<file path="src/rtl/i2cbuf_pkg.sv">
package i2cbuf_pkg;

    typedef enum logic [2:0] {
        ST_IDLE,
        ST_RAM_OFS,
        ST_RAM_WR,
        ST_RAM_RD,
        ST_TBL_OFS,
        ST_TBL_WR,
        ST_TBL_RD
    } st_e;

    typedef struct packed {
        logic       valid;
        logic       ack;
        logic       tx;
        logic [7:0] data;
    } rsp_t;

    localparam int unsigned RW_BIT  = 0;
    localparam int unsigned SEL_BIT = 7;
    localparam logic [7:0]  FILL    = 8'hFF;

    // Content of the read-only table, computed rather than listed
    function automatic logic [7:0] tbl_value(input int unsigned idx);
        return 8'((idx * 29 + 7) % 256);
    endfunction

    function automatic logic [5:0] addr_field(input logic [7:0] b);
        return b[6:1];
    endfunction

endpackage

</file>
<file path="src/rtl/region_ptr.sv">
module region_ptr #(
    parameter int unsigned SIZE = 16
) (
    input  logic       clk,
    input  logic       rst,
    input  logic       load,
    input  logic [7:0] load_val,
    input  logic       restart,
    input  logic       step,
    output logic [7:0] ofs,
    output logic [7:0] cnt
);
    localparam logic [7:0] SZ = 8'(SIZE);

    always_ff @(posedge clk) begin
        if (rst) begin
            ofs <= '0;
            cnt <= '0;
        end else if (load) begin
            ofs <= load_val;
            cnt <= load_val;
        end else if (restart) begin
            cnt <= ofs + 8'(step);
        end else if (step) begin
            cnt <= cnt + 8'd1;
        end
    end

    // the running counter never passes the region size
    p_cnt_bound_r7: assert property (@(posedge clk) disable iff (rst) cnt <= SZ);
    // only in-range offsets are ever stored
    p_ofs_bound_r3: assert property (@(posedge clk) disable iff (rst) ofs < SZ);

endmodule

</file>
<file path="src/rtl/byte_ram.sv">
module byte_ram
    import i2cbuf_pkg::*;
#(
    parameter int unsigned DEPTH = 16
) (
    input  logic       clk,
    input  logic       rst,
    input  logic       we,
    input  logic [7:0] waddr,
    input  logic [7:0] wdata,
    input  logic [7:0] raddr,
    output logic [7:0] rdata
);
    localparam int unsigned AW = (DEPTH > 1) ? $clog2(DEPTH) : 1;
    localparam logic [7:0]  DP = 8'(DEPTH);

    logic [7:0] mem [DEPTH];

    always_ff @(posedge clk) begin
        if (rst) begin
            for (int i = 0; i < int'(DEPTH); i++) mem[i] <= '0;
        end else if (we && waddr < DP) begin
            mem[waddr[AW-1:0]] <= wdata;
        end
    end

    assign rdata = (raddr < DP) ? mem[raddr[AW-1:0]] : FILL;

endmodule

</file>
<file path="src/rtl/tbl_rom.sv">
module tbl_rom
    import i2cbuf_pkg::*;
#(
    parameter int unsigned DEPTH = 8
) (
    input  logic [7:0] raddr,
    output logic [7:0] rdata
);
    localparam int unsigned AW = (DEPTH > 1) ? $clog2(DEPTH) : 1;
    localparam logic [7:0]  DP = 8'(DEPTH);

    logic [7:0] rom [DEPTH];

    for (genvar g = 0; g < int'(DEPTH); g++) begin : g_ent
        assign rom[g] = tbl_value(g);
    end

    assign rdata = (raddr < DP) ? rom[raddr[AW-1:0]] : FILL;

endmodule

</file>
<file path="src/rtl/i2c_buf_slave.sv">
module i2c_buf_slave
    import i2cbuf_pkg::*;
#(
    parameter int unsigned RD_SIZE    = 16,
    parameter int unsigned WR_SIZE    = 12,
    parameter int unsigned TBL_SIZE   = 8,
    parameter bit          TBL_EN     = 1'b1,
    parameter bit          DYN_ADDR   = 1'b0,
    parameter logic [5:0]  FIXED_ADDR = 6'h2A
) (
    input  logic       clk,
    input  logic       rst,
    input  logic [5:0] own_addr,
    input  logic       ev_addr,
    input  logic       ev_data,
    input  logic       ev_rdreq,
    input  logic       ev_stop,
    input  logic [7:0] rx_byte,
    input  logic       flag_clr,
    output logic       rsp_valid,
    output logic       rsp_ack,
    output logic       rsp_tx,
    output logic [7:0] tx_byte,
    output logic       wr_act,
    output logic       rd_act
);
    localparam logic [7:0] RD_LIM  = 8'(RD_SIZE);
    localparam logic [7:0] WR_LIM  = 8'(WR_SIZE);
    localparam logic [7:0] TBL_LIM = 8'(TBL_SIZE);

    st_e        st, st_n;
    rsp_t       rsp_q, rsp_n;
    logic       set_wr, set_rd;

    logic       r_load, r_restart, r_step;
    logic       t_load, t_restart, t_step;
    logic [7:0] r_ofs, r_cnt, t_ofs, t_cnt;
    logic       ram_we;
    logic [7:0] ram_raddr, ram_rdata, tbl_raddr, tbl_rdata;

    logic [5:0] my_addr;
    logic       hit, sel_tbl, is_rd;

    assign my_addr = DYN_ADDR ? own_addr : FIXED_ADDR;
    assign hit     = (addr_field(rx_byte) == my_addr);
    assign sel_tbl = TBL_EN && rx_byte[SEL_BIT];
    assign is_rd   = rx_byte[RW_BIT];

    // On an address strobe the fetch comes from the stored offset
    assign ram_raddr = ev_addr ? r_ofs : r_cnt;
    assign tbl_raddr = ev_addr ? t_ofs : t_cnt;

    region_ptr #(.SIZE(RD_SIZE)) u_ram_ptr (
        .clk(clk), .rst(rst), .load(r_load), .load_val(rx_byte),
        .restart(r_restart), .step(r_step), .ofs(r_ofs), .cnt(r_cnt)
    );

    region_ptr #(.SIZE(TBL_SIZE)) u_tbl_ptr (
        .clk(clk), .rst(rst), .load(t_load), .load_val(rx_byte),
        .restart(t_restart), .step(t_step), .ofs(t_ofs), .cnt(t_cnt)
    );

    byte_ram #(.DEPTH(RD_SIZE)) u_ram (
        .clk(clk), .rst(rst), .we(ram_we), .waddr(r_cnt), .wdata(rx_byte),
        .raddr(ram_raddr), .rdata(ram_rdata)
    );

    if (TBL_EN) begin : g_tbl
        tbl_rom #(.DEPTH(TBL_SIZE)) u_tbl (.raddr(tbl_raddr), .rdata(tbl_rdata));
    end else begin : g_no_tbl
        assign tbl_rdata = FILL;
    end

    always_comb begin
        st_n      = st;
        rsp_n     = '{valid: 1'b0, ack: 1'b0, tx: 1'b0, data: FILL};
        set_wr    = 1'b0;
        set_rd    = 1'b0;
        ram_we    = 1'b0;
        r_load    = 1'b0; r_restart = 1'b0; r_step = 1'b0;
        t_load    = 1'b0; t_restart = 1'b0; t_step = 1'b0;

        if (ev_stop) begin
            st_n = ST_IDLE;
        end else if (ev_addr) begin
            rsp_n.valid = 1'b1;
            if (!hit) begin
                st_n = ST_IDLE;
            end else if (sel_tbl) begin
                rsp_n.ack = 1'b1;
                if (is_rd) begin
                    st_n       = ST_TBL_RD;
                    t_restart  = 1'b1;
                    t_step     = 1'b1;
                    rsp_n.tx   = 1'b1;
                    rsp_n.data = tbl_rdata;
                end else begin
                    st_n = ST_TBL_OFS;
                end
            end else begin
                rsp_n.ack = 1'b1;
                if (is_rd) begin
                    st_n       = ST_RAM_RD;
                    r_restart  = 1'b1;
                    r_step     = 1'b1;
                    rsp_n.tx   = 1'b1;
                    rsp_n.data = ram_rdata;
                end else begin
                    st_n = ST_RAM_OFS;
                end
            end
        end else if (ev_data) begin
            rsp_n.valid = 1'b1;
            unique case (st)
                ST_RAM_OFS: if (rx_byte < RD_LIM) begin
                    r_load    = 1'b1;
                    st_n      = ST_RAM_WR;
                    rsp_n.ack = 1'b1;
                end
                ST_RAM_WR: if (r_cnt < WR_LIM) begin
                    ram_we    = 1'b1;
                    r_step    = 1'b1;
                    set_wr    = 1'b1;
                    rsp_n.ack = 1'b1;
                end
                ST_TBL_OFS: if (rx_byte < TBL_LIM) begin
                    t_load    = 1'b1;
                    st_n      = ST_TBL_WR;
                    rsp_n.ack = 1'b1;
                end
                default: ;
            endcase
        end else if (ev_rdreq) begin
            rsp_n.valid = 1'b1;
            rsp_n.tx    = 1'b1;
            unique case (st)
                ST_RAM_RD: if (r_cnt < RD_LIM) begin
                    rsp_n.data = ram_rdata;
                    r_step     = 1'b1;
                    set_rd     = 1'b1;
                end
                ST_TBL_RD: if (t_cnt < TBL_LIM) begin
                    rsp_n.data = tbl_rdata;
                    t_step     = 1'b1;
                    set_rd     = 1'b1;
                end
                default: ;
            endcase
        end
    end

    always_ff @(posedge clk) begin
        if (rst) begin
            st     <= ST_IDLE;
            rsp_q  <= '{valid: 1'b0, ack: 1'b0, tx: 1'b0, data: FILL};
            wr_act <= 1'b0;
            rd_act <= 1'b0;
        end else begin
            st    <= st_n;
            rsp_q <= rsp_n;
            if (flag_clr) begin
                wr_act <= 1'b0;
                rd_act <= 1'b0;
            end else begin
                wr_act <= wr_act | set_wr;
                rd_act <= rd_act | set_rd;
            end
        end
    end

    assign rsp_valid = rsp_q.valid;
    assign rsp_ack   = rsp_q.ack;
    assign rsp_tx    = rsp_q.tx;
    assign tx_byte   = rsp_q.data;

    // stop always lands in idle
    p_stop_idle_r9: assert property (@(posedge clk) disable iff (rst)
        ev_stop |=> st == ST_IDLE);

    // a strobe is answered in the next cycle, silence otherwise
    p_rsp_next_r10: assert property (@(posedge clk) disable iff (rst)
        (!ev_stop && (ev_addr || ev_data || ev_rdreq)) |=> rsp_valid);
    p_rsp_quiet_r10: assert property (@(posedge clk) disable iff (rst)
        (ev_stop || !(ev_addr || ev_data || ev_rdreq)) |=> !rsp_valid);

    // foreign address is refused and leaves the engine idle
    p_foreign_nak_r1: assert property (@(posedge clk) disable iff (rst)
        (ev_addr && !ev_stop && addr_field(rx_byte) != my_addr)
        |=> (!rsp_ack && st == ST_IDLE));

    // reading past the RAM end yields fill and holds the counter
    p_fill_end_r7: assert property (@(posedge clk) disable iff (rst)
        (ev_rdreq && !ev_stop && !ev_addr && !ev_data && st == ST_RAM_RD && r_cnt == RD_LIM)
        |=> (tx_byte == FILL && $stable(r_cnt)));

    // writes into the table region are always refused
    p_tbl_ro_r8: assert property (@(posedge clk) disable iff (rst)
        (ev_data && !ev_stop && !ev_addr && st == ST_TBL_WR) |=> !rsp_ack);

    // flags are sticky and the host clear wins
    p_wr_sticky_r11: assert property (@(posedge clk) disable iff (rst)
        (wr_act && !flag_clr) |=> wr_act);
    p_clr_wins_r11: assert property (@(posedge clk) disable iff (rst)
        flag_clr |=> (!wr_act && !rd_act));

endmodule

</file>
<file path="config.mk">
export PLATFORM = sky130hd
export DESIGN_NAME = i2c_buf_slave
export DESIGN_NICKNAME = d
export VERILOG_FILES = /design/src/rtl/i2cbuf_pkg.sv /design/src/rtl/region_ptr.sv /design/src/rtl/byte_ram.sv /design/src/rtl/tbl_rom.sv /design/src/rtl/i2c_buf_slave.sv
export SDC_FILE = /design/constraint.sdc
export NUM_CORES = 1
export LEC_CHECK = 0
export BUFFER_PORTS_ARGS = -buffer_cell sky130_fd_sc_hd__buf_4
export CAP_MARGIN = 0
export CORE_MARGIN = 3
export CORE_UTILIZATION = 47
export CTS_CLUSTER_SIZE = 40
export DETAILED_ROUTE_END_ITERATION = 16
export GPL_TIMING_DRIVEN = 0
export PLACE_DENSITY = 0.61
export SLEW_MARGIN = 30
export SYNTH_ARGS = -nofsm -noshare
export SYNTH_HDL_FRONTEND = slang
export SYNTH_SLANG_ARGS = --single-unit
</file>
<file path="constraint.sdc">
create_clock -name clk -period 8.45 [get_ports clk]
set_clock_uncertainty 0.1 [all_clocks]
set_input_delay 0.4225 -clock clk [delete_from_list [all_inputs] [get_ports clk]]
set_output_delay 0.4225 -clock clk [all_outputs]
set_load 0.01 [all_outputs]
</file>
; ---- Yosys cells after proc, flatten, opt, wreduce, memory -nomap -nowiden
; Memories as Yosys holds them, arrays and structs flattened.
; Index checks and enable logic that the tools add are counted.
[op_classes]
n_reduce_logical = 9
addsub = 4
bitwise = 3
magnitude_cmp = 8
n_eq_ne = 8
muxes = 84
[ops]
columns = op, n
row1 = $mux W8, 15
row2 = $mux W1, 49
row3 = $mux W9, 5
row4 = $lt A8 B4 Y1 const B, 4
row5 = $lt A8 B5 Y1 const B, 3
row6 = $mux W3, 6
row7 = $add A8 B1 Y8, 2
row8 = $add A8 B1 Y8 const B, 2
row9 = $pmux W8 S2, 1
row10 = $mux W11, 1
row11 = $mux W10, 1
row12 = $reduce_bool A3 Y1, 3
row13 = $reduce_or A8 Y1, 1
row14 = $eq A3 B2 Y1 const B, 2
row15 = $eq A3 B3 Y1 const B, 2
row16 = $eq A6 B6 Y1 const B, 1
row17 = $ne A3 B3 Y1 const B, 2
row18 = $pmux W3 S2, 1
row19 = $ge A4 B4 Y1 const B, 1
row20 = $mux W2, 2
row21 = $mux W4, 1
row22 = $not A3 Y4, 1
row23 = $reduce_and A4 Y1, 1
row24 = $reduce_or A2 Y1, 2
row25 = 6 further kinds, 7
[word_totals]
romBits = 64
n_memories = 2
ram_bits = 128
in_bits = 21
ff_bits = 48
word_cells = 129
[memory_table]
columns = name, words, width, rd, rd_clocked_by_memory_dff, wr, line
row1 = u_ram.mem, 16, 8, 1, 0, 16, byte_ram.sv:17  ; logic [7:0] mem [DEPTH];
row2 = (no name shown), 8, 8, 1, 0, 0, tbl_rom.sv:18  ; assign rdata = (raddr < DP) ? rom[raddr[AW-1:0]] : FILL;

; ---- Logic depth before layout (Yosys ltp)
; Gate-level depths: netlist of run 1.
[logic_depth]
depth_word = 12
mapped_depth = 12

; ---- Cells and area by module
; A second synthesis of run 1 with hierarchy kept.
[hier_totals]
cells_unflattened = 834
hier_area_um2 = 9721.8
[modules_own_cells]
columns = module, cells_per_inst, n_inst, area_each_um2
row1 = byte_ram, 428, 1, 6339.8
row2 = region_ptr, 126, 2, 1004.7
row3 = i2c_buf_slave, 129, 1, 1181.1
row4 = tbl_rom, 25, 1, 191.4

; ---- Worst setup path after synthesis of run 1
; Ideal clock, no wire load.
[synth_path]
path_kind = input to register
start = in ev_addr
end = reg u_tbl_ptr.cnt[6]
n_path_buf = 0
setup_slack_ns = 5.579
path_stages = 11
arrival_time_ns = 2.644
path_cell_list = or3b_1 > or4_4 > nor2_4 > or2_2 > ha_1 > ha_1 > nand2_1 > or2_2 > xnor2_1 > a22oi_1 > nor2_1
[synth_between]
elab_chain_len = 5
[synth_rtl]
columns = element, line
row1 = "start, declared", i2c_buf_slave.sv:14  ; input logic ev_addr,
row2 = $mux W1, i2c_buf_slave.sv:85  ; end else if (ev_addr) begin
row3 = $mux W1, i2c_buf_slave.sv:83  ; if (ev_stop) begin
row4 = $add A8 B1 Y8, region_ptr.sv:23  ; cnt <= ofs + 8'(step);
row5 = $mux W8, region_ptr.sv:22  ; end else if (restart) begin
row6 = $mux W8, region_ptr.sv:19  ; end else if (load) begin
row7 = "end signal, assigned", region_ptr.sv:21  ; cnt <= load_val;
row8 = "end signal, assigned", region_ptr.sv:23
row9 = "end signal, assigned", region_ptr.sv:25  ; cnt <= cnt + 8'd1;
row10 = "end, declared", region_ptr.sv:11  ; output logic [7:0] cnt
; Parallel ways exist; a longest one is shown, timed or not.
; A chain may end at the register's enable or synchronous reset.

==> metrics.cfg, run 1 <==
[worst_hold_path]
hold_depth=3
holdPathEnd=rsp_valid
min-delay-start=ev_rdreq
hold_path.class=in -> reg

[detailed_routing]
drt_iter0_drc=620
wl_per_cell_um=22.5
dr.pass1.iters=6
wl_um=22200
routed_via_density=6.09
postRouteAntennaNets=0
num_vias=6000
drc=0

[synth]
synth_edf_count=128
synth_cells=673
netlist_top_cells_count=edfxtp_1, and3_1, dfxtp_1
synth_area_sq_um=8420
synth_top_area_share_pct=45.7
synth_cell_type_count=61
synth_area_per_cell_sq_um=12.5
synth_most_common_cell=edfxtp_1
ys_seq_area_share_pct=57.1
synthFlopType=edfxtp_1
ys_warn_count=0
yosysTopAreaCell=edfxtp_1
async_reset_ff_share_pct=0
synth_area_leaders=edfxtp_1, dfxtp_1, and3_1
yosys_register_bits=176

[clock_tree]
clock_sinks=176
post-cts-setup-buffers=0
clk_latency_ns=0.43
cts_buffers=17
clk_pin_slew_ns=0.06
root_buffer=clkbuf_16
tritoncts=built
htree_levels=4
cts_resized=0
postCtsHoldBufs=0
clockBufferDepth=2

[global_routing]
track_usage_pct=23.0
grt_overflow=0
antenna_found_initial=0
grt_start_max_net_pins=17
grt_pass1_wl_um=34100
grt_pass1_vias=5791

[pwr]
p_clk_share_pct=43.4
p_int_mw=1.45
powerDensity_nw_per_um2=191
vdd.ir_drop.worst_v=0.000143
p_leak_nw=3.97
seq_power_share_pct=52.3
p_total_mw=1.84
p_switching_uw=383
p_comb_share_pct=4.3
swShare_pct=20.9

[critical_path]
r2r_end=u_ram.mem[3][4]
reg2reg_depth=6
ff2ff_setup_slack_ns=5.27
cp-start-kind=flop
end_kind=flop
required_ns=8.43
worstPathMaxFanout=10
worst_ep_arrival_time_ns=3.16
crit_type=reg -> reg
rr_startpoint=u_ram_ptr.cnt[4]

[sta]
tns_ns=0
finalCritPeriodShare_pct=37.6
finalCriticalPeriod_ns=3.18
setup_viol=0
finalHoldViolations=0
fmax_mhz=314
max_slew.worst_pin.slew_ns=0.893
rsz0062_at_grt=false
drv_slew=0
slew_headroom_pct=40.1

[final_layout]
register_area_sq_um=4800
multiInputGateArea_sq_um=3460
drive_gt1_share_pct=15.1
num-fill-cells=1508
fin_util_pct=55.2
syn2layout_area_growth_pct=14.1
insertedDiodeCount=0
final_nets=783

[floorplanning]
initial_core_util_pct=48.3
die_area_sq_um=19600
core-area_sq_um=17400
fp.dieH_um=140
rows=48
ioPinCount=34
die_x_um=140

[place]
gp_congestion=0.835
dp.final_hpwl_um=15500
place.port_buffers=25

[run_status]
status=completed

[flow_run]
cap_violations=0

[cell type report]
type | count | share of cell area (%)
Inverter | 9 | 0.352
Multi-Input combinational cell | 462 | 36.0
Clock buffer | 21 | 5.13
Buffer | 57 | 2.49
Clock inverter | 11 | 1.12
Tap cell | 225 | 2.93
Sequential cell | 176 | 50.0
Timing Repair Buffer | 25 | 1.95
[state kept, by name, summed over array words and instances (netlist names)]
name / count
u_ram_ptr.ofs: 8
tx_byte: 8
u_ram_ptr.cnt: 8
rd_act: 1
wr_act: 1
u_ram.mem: 128
rsp_ack: 1
u_tbl_ptr.cnt: 8
st: 3
rsp_valid: 1
rsp_tx: 1
u_tbl_ptr.ofs: 8
[cell families (layout without fill, tap and decap cells)]
group | after synthesis | after routing | share of synthesized area [%]
flip-flops | 176 | 176 | 57.1
other | 1 | 32 | 0.0445
adder cells (fa/ha/maj) | 14 | 14 | 2.08
XOR/XNOR | 16 | 16 | 1.66
multiplexers | 53 | 53 | 10.4
AO/OA/AOI/OAI | 108 | 108 | 8.98
AND/OR/NAND/NOR | 239 | 239 | 16.6
buffers and inverters | 66 | 123 | 3.24
[critical path: stages (launching register included)]
cell     delay (ns)
dfxtp_1        0.33
nor4_1         0.53
nand4_1        0.28
or3_1          0.46
nor3_2         0.43
buf_2          0.30
a21o_1         0.41
[power groups by stage]
stage | clock, mW | combinational (mW) | sequential (mW)
floorplan | 0 | 0.0445 | 0.976
global placement | 0 | 0.0764 | 0.978
finish | 0.798 | 0.0782 | 0.961
global route | 0.839 | 0.0836 | 0.963
detailed placement | 0 | 0.0769 | 0.979
CTS | 0.802 | 0.0775 | 0.961
[metal layers]
metal / up-vias / wire (um) / track usage, %
li1: 2703 / - / -
met3: 34 / 1750 / 5.46
met4: 0 / 413 / 6.63
met1: 2992 / 9690 / 33.5
met5: - / 0 / 0
met2: 271 / 10400 / 34.7
[placed cells by master, fill, tap and decap left out, drive strengths merged, types with 4 or more instances in the layout]
cell type | Yosys | layout
edfxtp | 128 | 128
and3 | 96 | 96
clkbuf | 42 | 63
dfxtp | 48 | 48
buf | 15 | 40
nor2 | 33 | 33
conb | 1 | 32
nand2 | 28 | 28
a21oi | 28 | 28
mux4 | 26 | 26
mux2i | 23 | 23
a22oi | 18 | 18
ha | 14 | 14
o21ai | 14 | 14
a21o | 13 | 13
inv | 9 | 13
nand3 | 12 | 12
and2 | 10 | 10
nor3 | 10 | 10
xnor2 | 8 | 8
xor2 | 8 | 8
nand4 | 6 | 6
nor4 | 6 | 6
nand2b | 6 | 6
a222oi | 6 | 6
or2 | 5 | 5
nor3b | 5 | 5
o21a | 5 | 5
clkinv | 0 | 5
nand3b | 4 | 4
o221ai | 4 | 4
mux2 | 4 | 4
a221oi | 4 | 4
or4 | 4 | 4
[worst max-delay path by stage]
stage / cells after the start / to / startpoint
5_1_grt: 6 / u_ram.mem[3][6] / u_ram_ptr.cnt[4]
2_1_floorplan: 11 / u_tbl_ptr.cnt[6] / ev_addr
4_1_cts: 6 / u_ram.mem[4][4] / u_ram_ptr.cnt[4]
6_report: 6 / u_ram.mem[3][4] / u_ram_ptr.cnt[4]
3_5_place_dp: 13 / u_tbl_ptr.cnt[6] / ev_addr
3_3_place_gp: 13 / u_tbl_ptr.cnt[6] / ev_addr
[metrics by stage]
step / hold WS [ns] / area, sq um / cells / worst slack [ns]
after floorplan: 0.366 / 8540 / 704 / 5.58
after global routing: 0.153 / 9610 / 986 / 5.07
after CTS: 0.126 / 9610 / 986 / 5.32
final: 0.138 / 9610 / 986 / 5.27
after global placement: 0.351 / 9000 / 954 / 5.20
after detailed placement: 0.356 / 9000 / 954 / 5.12
Power figures use the tool's default switching activity.
==> run 2, diff against run 1 <==
Settings changed: PLACE_DENSITY 0.61 to 0.64.
Clock period 8.45 ns to 2.6 ns, I/O delays scaled along.
==> metrics.cfg, run 2 (same netlist as run 1, synthesis figures left out) <==
[final_layout]
insertedDiodeCount=0  ; unchanged
fin_cells=1007  ; was 986
num-fill-cells=1401  ; was 1508
final_nets=804  ; was 783
drive_gt1_share_pct=20.5  ; was 15.1%
largest_register_ffs=128  ; unchanged
syn2layout_area_growth_pct=18.2  ; was 14.1%
final_cell_mix=edfxtp_1, and3_1, dfxtp_1  ; unchanged
max_flop_register=u_ram.mem  ; unchanged
final_common_cell=edfxtp_1  ; unchanged

[global_routing]
grt_pass1_wl_um=34200  ; was 34100 um
track_usage_pct=23.0  ; about the same
grt_start_max_net_pins=17  ; unchanged
antenna_found_initial=0  ; unchanged
grt_overflow=0  ; unchanged
grt_pass1_vias=6059  ; was 5791

[clock_tree]
clk_pin_slew_ns=0.07  ; was 0.06 ns
clock_sinks=176  ; unchanged
clockBufferDepth=2  ; unchanged
root_buffer=clkbuf_16  ; unchanged
htree_levels=4  ; unchanged
cts_buffers=17  ; unchanged
tritoncts=built  ; unchanged
clk_latency_ns=0.43  ; about the same

[pwr]
p_leak_nw=4.03  ; was 3.97 nW
vdd.ir_drop.worst_v=0.000445  ; was 0.000143 V
powerDensity_nw_per_um2=581  ; was 191 nW/um^2

[floorplanning]
ioPinCount=34  ; unchanged
core-area_sq_um=17400  ; unchanged
fp.dieH_um=140  ; unchanged
initial_core_util_pct=48.3  ; unchanged
rows=48  ; unchanged
die_x_um=140  ; unchanged
die_area_sq_um=19600  ; unchanged

[detailed_routing]
postRouteAntennaNets=0  ; unchanged
routed_via_density=5.98  ; was 6.09
drt_iter0_drc=857  ; was 620
drc=0  ; unchanged
dr.pass1.iters=5  ; was 6
wl_um=22600  ; was 22200 um
wl_per_cell_um=22.5  ; about the same
num_vias=6024  ; was 6000

[sta]
fmax_mhz=370  ; was 314 MHz
whs_ns=0.0231  ; was 0.138 ns
finalCriticalPeriod_ns=2.70  ; was 3.18 ns
drv_slew=0  ; unchanged
finalHoldViolations=0  ; unchanged
fin_ws_ns=-0.102  ; was 5.27 ns
finalCritPeriodShare_pct=104  ; was 37.6%
setup_viol=4  ; was 0
rsz0062_at_grt=true  ; was false
max_slew.worst_pin.slew_ns=0.932  ; was 0.893 ns
tns_ns=-0.193  ; was 0 ns
slew_headroom_pct=37.9  ; was 40.1%

[critical_path]
worstPathMaxFanout=3  ; was 10
worst_ep_arrival_time_ns=2.90  ; was 3.16 ns
end_kind=flop  ; unchanged
crit_type=reg -> reg  ; unchanged
required_ns=2.80  ; was 8.43 ns
cp-start-kind=flop  ; unchanged

[place]
dp.final_hpwl_um=15500  ; about the same
gp_congestion=0.872  ; was 0.835
placed_cells=954  ; unchanged
place.port_buffers=25  ; unchanged
pre_cts_ws_ns=-0.538  ; was 5.12 ns

[run_status]
status=complete, but fails checks  ; was completed
violations=negative setup slack

[flow_run]
cap_violations=0  ; unchanged

[worst_hold_path]
hold_path.class=in -> reg  ; unchanged

run 2: cell count changes in the layout (fill, tap and decap cells not counted), moves of 4 or more:
cell / change
ha_1: -4
a21o_2: +5
a21o_4: +7
a21o_1: -12
clkinv_4: +4
dlygate4sd3_1: +11
clkbuf_4: +4
buf_4: +17
buf_2: -4
clkbuf_1: -6
run 2: area by class of cell:
class / count / area [sq um] / area share [%]
tap: 225 / 282 / 2.83
multi-input combinational: 462 / 3630 / 36.5
clock buffer: 18 / 429 / 4.31
inverter: 9 / 33.8 / 0.339
clock inverter: 14 / 119 / 1.19
buffer: 51 / 234 / 2.35
sequential: 176 / 4810 / 48.3
timing repair buffer: 52 / 418 / 4.20
run 2: path summary, 6_finish.rpt:
path,from,to,slack (ns),cells past startpoint
worst max-delay path,u_tbl_ptr.cnt[3],u_tbl_ptr.cnt[6],-0.10,11
worst min register to register,wr_act,wr_act,0.38,1
worst min-delay path,rx_byte[3],u_ram.mem[10][3],0.02,2
worst max register to register,u_tbl_ptr.cnt[3],u_tbl_ptr.cnt[6],-0.10,11
run 2: critical path, cell delays in order, from the launching register on:
cell,delay (ns)
dfxtp_2,0.32
or4_4,0.55
or4_4,0.46
nor2_4,0.10
or2_4,0.13
ha_4,0.15
ha_4,0.13
nand2_1,0.05
or2_4,0.23
xnor2_1,0.13
a22oi_1,0.17
nor2_1,0.05
run 2: power breakdown:
part           total [mW]  switching, mW  internal [mW]
Sequential           3.12         0.0246           3.10
Clock                2.38           1.07           1.32
Combinational       0.279          0.177          0.102
Total                5.79           1.27           4.51
run 2: metrics by stage:
stage	power, mW	utilization (%)	cell area (sq um)
after detailed placement	3.43	51.9	9040
final	5.79	57.2	9950
after floorplan	3.32	-	8570
after global routing	5.96	57.2	9950
after global placement	3.42	51.9	9040
after CTS	5.79	56.5	9850
run 2: what timing repair did:
| action | 4_1_cts | 5_1_grt |
|---|---|---|
| cloned | 0 | 0 |
| hold endpoints to repair | 18 | 0 |
| setup buffers | 11 | 5 |
| resized for setup | 26 | 20 |
| pin swaps | 14 | 7 |
| endpoints found under the setup margin | 190 | 137 |
| hold buffers | 11 | 0 |
run 2: per-layer routing:
layer | part of all wire (%) | global-route usage [%] | wire (um) | vias up
met5 | 0 | 0 | 0 | -
met4 | 2.4 | 7.55 | 548 | 0
met3 | 7.5 | 5.67 | 1690 | 49
met2 | 48 | 36.3 | 10900 | 230
met1 | 42 | 31.5 | 9490 | 2994
li1 | - | - | - | 2751
